$ cat src/rtl/alu_pkg.sv
package alu_pkg;

    typedef enum logic [2:0] {
        OP_ADC = 3'd0,
        OP_SBC = 3'd1,
        OP_AND = 3'd2,
        OP_OR  = 3'd3,
        OP_XOR = 3'd4,
        OP_CMP = 3'd5,
        OP_ASL = 3'd6,
        OP_LSR = 3'd7
    } alu_op_e;

    typedef enum logic {
        S_IDLE = 1'b0,
        S_DONE = 1'b1
    } seq_state_e;

    localparam int ST_W  = 5;
    localparam int F_CAR = 0;
    localparam int F_ZER = 1;
    localparam int F_DEC = 2;
    localparam int F_OVF = 3;
    localparam int F_NEG = 4;

endpackage

$ cat src/rtl/alu_arith.sv
module alu_arith #(
    parameter int DIGITS = 2,
    localparam int WIDTH = 4 * DIGITS
) (
    input  logic [WIDTH-1:0] a,
    input  logic [WIDTH-1:0] m,
    input  logic             cin,
    input  logic             sub,
    input  logic             cmp,
    output logic [WIDTH-1:0] bin_res,
    output logic             bin_c,
    output logic             bin_v,
    output logic [WIDTH-1:0] dec_res,
    output logic             dec_c
);

    logic             sub_eff;
    logic             cin_eff;
    logic [WIDTH-1:0] addend;
    logic [WIDTH:0]   full;

    assign sub_eff = sub | cmp;
    assign cin_eff = cmp ? 1'b1 : cin;
    assign addend  = sub_eff ? ~m : m;
    assign full    = {1'b0, a} + {1'b0, addend} + {{WIDTH{1'b0}}, cin_eff};
    assign bin_res = full[WIDTH-1:0];
    assign bin_c   = full[WIDTH];
    assign bin_v   = (a[WIDTH-1] == addend[WIDTH-1]) && (full[WIDTH-1] != a[WIDTH-1]);

    // Digit-serial decimal correction; link carries a carry (add) or a borrow (sub).
    always_comb begin
        logic       link;
        logic [4:0] s5;
        logic [4:0] d5;
        logic [3:0] ad;
        logic [3:0] md;
        link    = sub ? ~cin : cin;
        dec_res = '0;
        for (int i = 0; i < DIGITS; i++) begin
            ad = a[4*i +: 4];
            md = m[4*i +: 4];
            s5 = {1'b0, ad} + {1'b0, md} + {4'b0000, link};
            d5 = {1'b0, ad} - {1'b0, md} - {4'b0000, link};
            if (sub) begin
                link               = d5[4];
                dec_res[4*i +: 4]  = d5[4] ? (d5[3:0] - 4'd6) : d5[3:0];
            end else begin
                link               = (s5 > 5'd9);
                dec_res[4*i +: 4]  = (s5 > 5'd9) ? (s5[3:0] + 4'd6) : s5[3:0];
            end
        end
        dec_c = sub ? ~link : link;
    end

endmodule

$ cat src/rtl/alu_bitops.sv
module alu_bitops import alu_pkg::*; #(
    parameter int WIDTH = 8
) (
    input  alu_op_e          op,
    input  logic [WIDTH-1:0] a,
    input  logic [WIDTH-1:0] m,
    output logic [WIDTH-1:0] res,
    output logic             c_out
);

    always_comb begin
        res   = '0;
        c_out = 1'b0;
        unique case (op)
            OP_AND: res = a & m;
            OP_OR:  res = a | m;
            OP_XOR: res = a ^ m;
            OP_ASL: {c_out, res} = {a, 1'b0};
            OP_LSR: begin
                res   = {1'b0, a[WIDTH-1:1]};
                c_out = a[0];
            end
            default: res = '0;
        endcase
    end

endmodule

$ cat src/rtl/alu_flag_mux.sv
module alu_flag_mux import alu_pkg::*; #(
    parameter int WIDTH = 8
) (
    input  alu_op_e          op,
    input  logic [WIDTH-1:0] a,
    input  logic [ST_W-1:0]  st,
    input  logic [WIDTH-1:0] bin_res,
    input  logic             bin_c,
    input  logic             bin_v,
    input  logic [WIDTH-1:0] dec_res,
    input  logic             dec_c,
    input  logic [WIDTH-1:0] bit_res,
    input  logic             bit_c,
    output logic [WIDTH-1:0] nxt_acc,
    output logic [ST_W-1:0]  nxt_st
);

    logic neg, ovf, car, zer;

    always_comb begin
        nxt_acc = a;
        neg     = st[F_NEG];
        ovf     = st[F_OVF];
        car     = st[F_CAR];
        unique case (op)
            OP_ADC, OP_SBC: begin
                nxt_acc = st[F_DEC] ? dec_res : bin_res;
                car     = st[F_DEC] ? dec_c : bin_c;
                neg     = bin_res[WIDTH-1];
                ovf     = bin_v;
            end
            OP_AND, OP_OR, OP_XOR: begin
                nxt_acc = bit_res;
                neg     = bit_res[WIDTH-1];
            end
            OP_CMP: begin
                nxt_acc = a;
                neg     = bin_res[WIDTH-1];
                car     = bin_c;
            end
            OP_ASL: begin
                nxt_acc = bit_res;
                neg     = a[WIDTH-2];
                car     = bit_c;
            end
            OP_LSR: begin
                nxt_acc = bit_res;
                neg     = 1'b0;
                car     = bit_c;
            end
            default: nxt_acc = a;
        endcase
        zer = (op == OP_CMP) ? (bin_res == '0) : (nxt_acc == '0);
        nxt_st = '0;
        nxt_st[F_NEG] = neg;
        nxt_st[F_OVF] = ovf;
        nxt_st[F_DEC] = st[F_DEC];
        nxt_st[F_ZER] = zer;
        nxt_st[F_CAR] = car;
    end

endmodule

$ cat src/rtl/acc_alu8.sv
module acc_alu8 import alu_pkg::*; #(
    parameter int DIGITS = 2,
    localparam int WIDTH = 4 * DIGITS
) (
    input  logic             clk,
    input  logic             rst_n,
    input  logic             start,
    input  logic [2:0]       op_sel,
    input  logic [WIDTH-1:0] acc_in,
    input  logic [WIDTH-1:0] opnd,
    input  logic [ST_W-1:0]  stat_in,
    output logic [WIDTH-1:0] acc_out,
    output logic [ST_W-1:0]  stat_out,
    output logic             valid
);

    alu_op_e          op_e;
    seq_state_e       state, state_nxt;
    logic [WIDTH-1:0] bin_res, dec_res, bit_res, nxt_acc;
    logic             bin_c, bin_v, dec_c, bit_c;
    logic [ST_W-1:0]  nxt_st;

    assign op_e = alu_op_e'(op_sel);

    alu_arith #(.DIGITS(DIGITS)) u_arith (
        .a       (acc_in),
        .m       (opnd),
        .cin     (stat_in[F_CAR]),
        .sub     (op_e == OP_SBC),
        .cmp     (op_e == OP_CMP),
        .bin_res (bin_res),
        .bin_c   (bin_c),
        .bin_v   (bin_v),
        .dec_res (dec_res),
        .dec_c   (dec_c)
    );

    alu_bitops #(.WIDTH(WIDTH)) u_bits (
        .op    (op_e),
        .a     (acc_in),
        .m     (opnd),
        .res   (bit_res),
        .c_out (bit_c)
    );

    alu_flag_mux #(.WIDTH(WIDTH)) u_flags (
        .op      (op_e),
        .a       (acc_in),
        .st      (stat_in),
        .bin_res (bin_res),
        .bin_c   (bin_c),
        .bin_v   (bin_v),
        .dec_res (dec_res),
        .dec_c   (dec_c),
        .bit_res (bit_res),
        .bit_c   (bit_c),
        .nxt_acc (nxt_acc),
        .nxt_st  (nxt_st)
    );

    always_comb begin
        state_nxt = state;
        unique case (state)
            S_IDLE: state_nxt = start ? S_DONE : S_IDLE;
            S_DONE: state_nxt = start ? S_DONE : S_IDLE;
            default: state_nxt = S_IDLE;
        endcase
    end

    always_ff @(posedge clk or negedge rst_n) begin
        if (!rst_n) state <= S_IDLE;
        else        state <= state_nxt;
    end

    always_ff @(posedge clk or negedge rst_n) begin
        if (!rst_n) begin
            acc_out  <= '0;
            stat_out <= '0;
        end else if (start) begin
            acc_out  <= nxt_acc;
            stat_out <= nxt_st;
        end
    end

    assign valid = (state == S_DONE);

endmodule

$ cat config.mk
export PLATFORM = sky130hd
export DESIGN_NAME = acc_alu8
export DESIGN_NICKNAME = d
export VERILOG_FILES = /design/src/rtl/alu_pkg.sv /design/src/rtl/alu_arith.sv /design/src/rtl/alu_bitops.sv /design/src/rtl/alu_flag_mux.sv /design/src/rtl/acc_alu8.sv
export SDC_FILE = /design/constraint.sdc
export NUM_CORES = 1
export LEC_CHECK = 0
export BUFFER_PORTS_ARGS = -buffer_cell sky130_fd_sc_hd__buf_2
export CAP_MARGIN = 0
export CORE_ASPECT_RATIO = 1.25
export CORE_MARGIN = 5
export CORE_UTILIZATION = 25
export DETAILED_ROUTE_END_ITERATION = 8
export GPL_ROUTABILITY_DRIVEN = 1
export PLACE_DENSITY = 0.5
export SLEW_MARGIN = 0
export SYNTH_ARGS = -nofsm -noshare
export SYNTH_HDL_FRONTEND = slang
export SYNTH_SLANG_ARGS = --single-unit
$ cat constraint.sdc
create_clock -name clk -period 1.5 [get_ports clk]
set_input_delay 0.375 -clock clk [delete_from_list [all_inputs] [get_ports clk]]
set_output_delay 0.375 -clock clk [all_outputs]
set_load 0.005 [all_outputs]
==> results.json <==
{
  "routed_via_density": 4.92,
  "start_util_pct": 25.3,
  "dieArea_um2": 14400,
  "tightestPinTransition_ns": 0.549,
  "rr_endpoint": "stat_out[1]$_DFFE_PN0P_",
  "cp_max_fo": 3,
  "synth_seq_area_share_pct": 11.6,
  "wire_per_inst_um": 15.5,
  "synth_edf_count": 0,
  "layout-drive-gt1-share_pct": 47.1,
  "gp_congestion": 0.824,
  "grt_first_pass_wirelength_mm": 17.1,
  "yosys-top-cells-count": "ha_1 (41), inv_1 (35), a21oi_1 (29)",
  "synthesis.nets": 460,
  "worstSetupEndpointType": "flop",
  "placed_cell_area_um2": 4460,
  "slew_viol_final": 0,
  "yosysUniqueCellTypes": 69,
  "post-route-min-period_ns": 5.20,
  "relSlewSlack_pct": 62.9,
  "crit_path_start_kind": "input pin",
  "vdd_drop_max_uv": 470,
  "drc": 0,
  "reg2reg_from": "stat_out[1]$_DFFE_PN0P_",
  "via_count": 3578,
  "crit_arrival_ns": 5.38,
  "hold_path.class": "input pin to asynchronous set/reset pin",
  "gr-total-overflow": 0,
  "cp.required_ns": 1.68,
  "stdcell_area_um2": 5080,
  "cp_slowest_cell": "fa_2",
  "failed_checks": "setup timing",
  "root_buffer": "clkbuf_16",
  "cp-startpoint": "op_sel[2]",
  "n_antenna_cell": 0,
  "boundaryPins": 41,
  "clock-sinks": 14,
  "finalClockSkew_ns": 0,
  "cap_violations": 0,
  "p_per_area_nw_per_um2": 721,
  "cts_buffer_depth": 2,
  "synth_top_area_share_pct": 16.9,
  "cts_max_level": 1,
  "synthArstFlopShare_pct": 100,
  "synth_area_leaders": "ha_1 (17%), dfrtp_1 (12%), fa_1 (6.6%)",
  "hold_viol": 0,
  "clkLatencyLatePin_ns": 0.24,
  "critPathKind": "input pin to flop",
  "numCtsBuffers": 3,
  "crit_path_end": "stat_out[1]$_DFFE_PN0P_",
  "yosys_warnings": 0,
  "ys_ff_latch": 14,
  "fmaxAchievable_mhz": 192,
  "crit_top_cell": "fa_2",
  "grt_usage_pct": 14.7,
  "antenna_left": 0,
  "antenna_found_initial": 0,
  "yosysMostFrequentCell": "ha_1",
  "synth_ff_type": "dfrtp_1",
  "wl_mm": 11.3,
  "status": "finished with violations",
  "syn_to_final_growth_pct": 67.7,
  "grt_max_degree": 30,
  "setup_ws_ns": -3.70,
  "grt_pass1_vias": 3455,
  "dp_slack_ns": -4.14,
  "netlist_area_um2": 3030,
  "dr.pass1.iters": 5,
  "drtIter0Drc": 186,
  "r2r_cells": 3,
  "syn-instance-count": 382,
  "dpl.hpwl_mm": 9.13,
  "postCtsHoldBufs": 0,
  "rows": 45,
  "p_leak_nw": 2.41,
  "finish.net_count": 642,
  "r2r_setup_slack_ns": 0.66,
  "core_um2": 12000,
  "clk_pin_slew_ns": 0.05,
  "cp_slowest_stage_delay_ns": 0.56,
  "finalSetupViolCount": 12,
  "avgSynthCellArea_um2": 7.93,
  "synth_area_leader_cell": "ha_1",
  "io_buffers": 38,
  "die_w_um": 108,
  "cts_tree": "done",
  "rsz0062_at_grt": "yes",
  "fp.dieH_um": 133,
  "fin_crit_sh_pct": 347
}
## per-stage QoR
step / total power [mW] / setup TNS, ns / std cells / util [%] / hold WS, ns
after detailed placement: 2.75 / -34.48 / 698 / 37.2 / 0.287
after floorplan: 1.76 / -30.41 / 382 / - / 0.0794
after global placement: 2.72 / -33.80 / 698 / 37.2 / 0.279
after global routing: 3.93 / -31.15 / 727 / 42.4 / 0.0491
after CTS: 3.44 / -29.20 / 707 / 39.2 / 0.0298
final: 3.66 / -28.90 / 727 / 42.4 / 0.0243
## cell families (layout without fill, tap and decap cells)
group	count (synthesis)	after routing	share of synthesized area (%)
mux	13	13	4.87
flops	14	14	11.6
compound gates	122	122	27.7
simple gates	106	106	18.4
xor+xnor	24	24	6.94
fa+ha+maj	51	51	23.5
buf+inv	52	233	7.06
## cells in the final DEF (no fill, tap or decap), types with 9 or more instances in the layout
master | netlist | layout
a21oi_1 | 29 | 25
buf_2 | 6 | 35
buf_4 | 3 | 139
buf_6 | 0 | 12
dfrtp_1 | 14 | 14
ha_1 | 41 | 35
inv_1 | 35 | 32
nand2_1 | 22 | 19
nand3_1 | 9 | 9
nor2_1 | 28 | 28
o21ai_0 | 21 | 15
xnor2_1 | 20 | 13
## critical path: cells and delay by family
family                     cells  cell delay [ns]
AOI/OAI and AO/OA              8             1.16
buffers and inverters          6             0.58
and+or+nand+nor                4             0.77
adders and majority gates      5             1.89
xor gates and xnor gates       2             0.39
muxes                          1             0.20
## flip-flops by register name, summed over array words and instances, names as in the netlist
signal and flops:
acc_out 8, valid 1, stat_out 5
## power breakdown
group	leakage [nW]	total (mW)	switching (mW)	internal [mW]
logic	2.20	2.64	1.24	1.40
clock network	0.0442	0.557	0.153	0.404
registers	0.164	0.465	0.0297	0.436
## per-layer routing
metal | share of wire [%] | vias up | track usage [%] | routed length (um)
met5 | 0 | - | 0 | 0
met4 | 2.8 | 0 | 3.86 | 319
met3 | 2.9 | 20 | 1.16 | 326
met2 | 54 | 69 | 28.6 | 6080
met1 | 40 | 1725 | 16.8 | 4570
li1 | - | 1764 | - | -
## final cells by class
cell class,count,area (um^2)
clock buffer,4,88.8
fill,1158,6910
inverter,36,138
multi-input combinational,316,2800
sequential,14,350
tap,164,205
timing repair buffer,193,1500
## worst min-delay path by stage
stage,to,slack [ns],cells after the start
after floorplan,acc_out[0]$_DFFE_PN0P_,0.08,0
after global placement,stat_out[2]$_DFFE_PN0P_,0.28,1
after detailed placement,stat_out[2]$_DFFE_PN0P_,0.29,1
after CTS,acc_out[3]$_DFFE_PN0P_,0.03,1
after global routing,acc_out[4]$_DFFE_PN0P_,0.05,1
final,acc_out[3]$_DFFE_PN0P_,0.02,1
## timing repair
| item | in CTS | in global routing |
|---|---|---|
| resized for setup | 25 | 44 |
| gates cloned | 0 | 2 |
| endpoints found under the setup margin | 12 | 12 |
| pin swaps | 29 | 27 |
| setup buffers | 7 | 20 |
No activity file was read; power rests on OpenSTA's default activity.
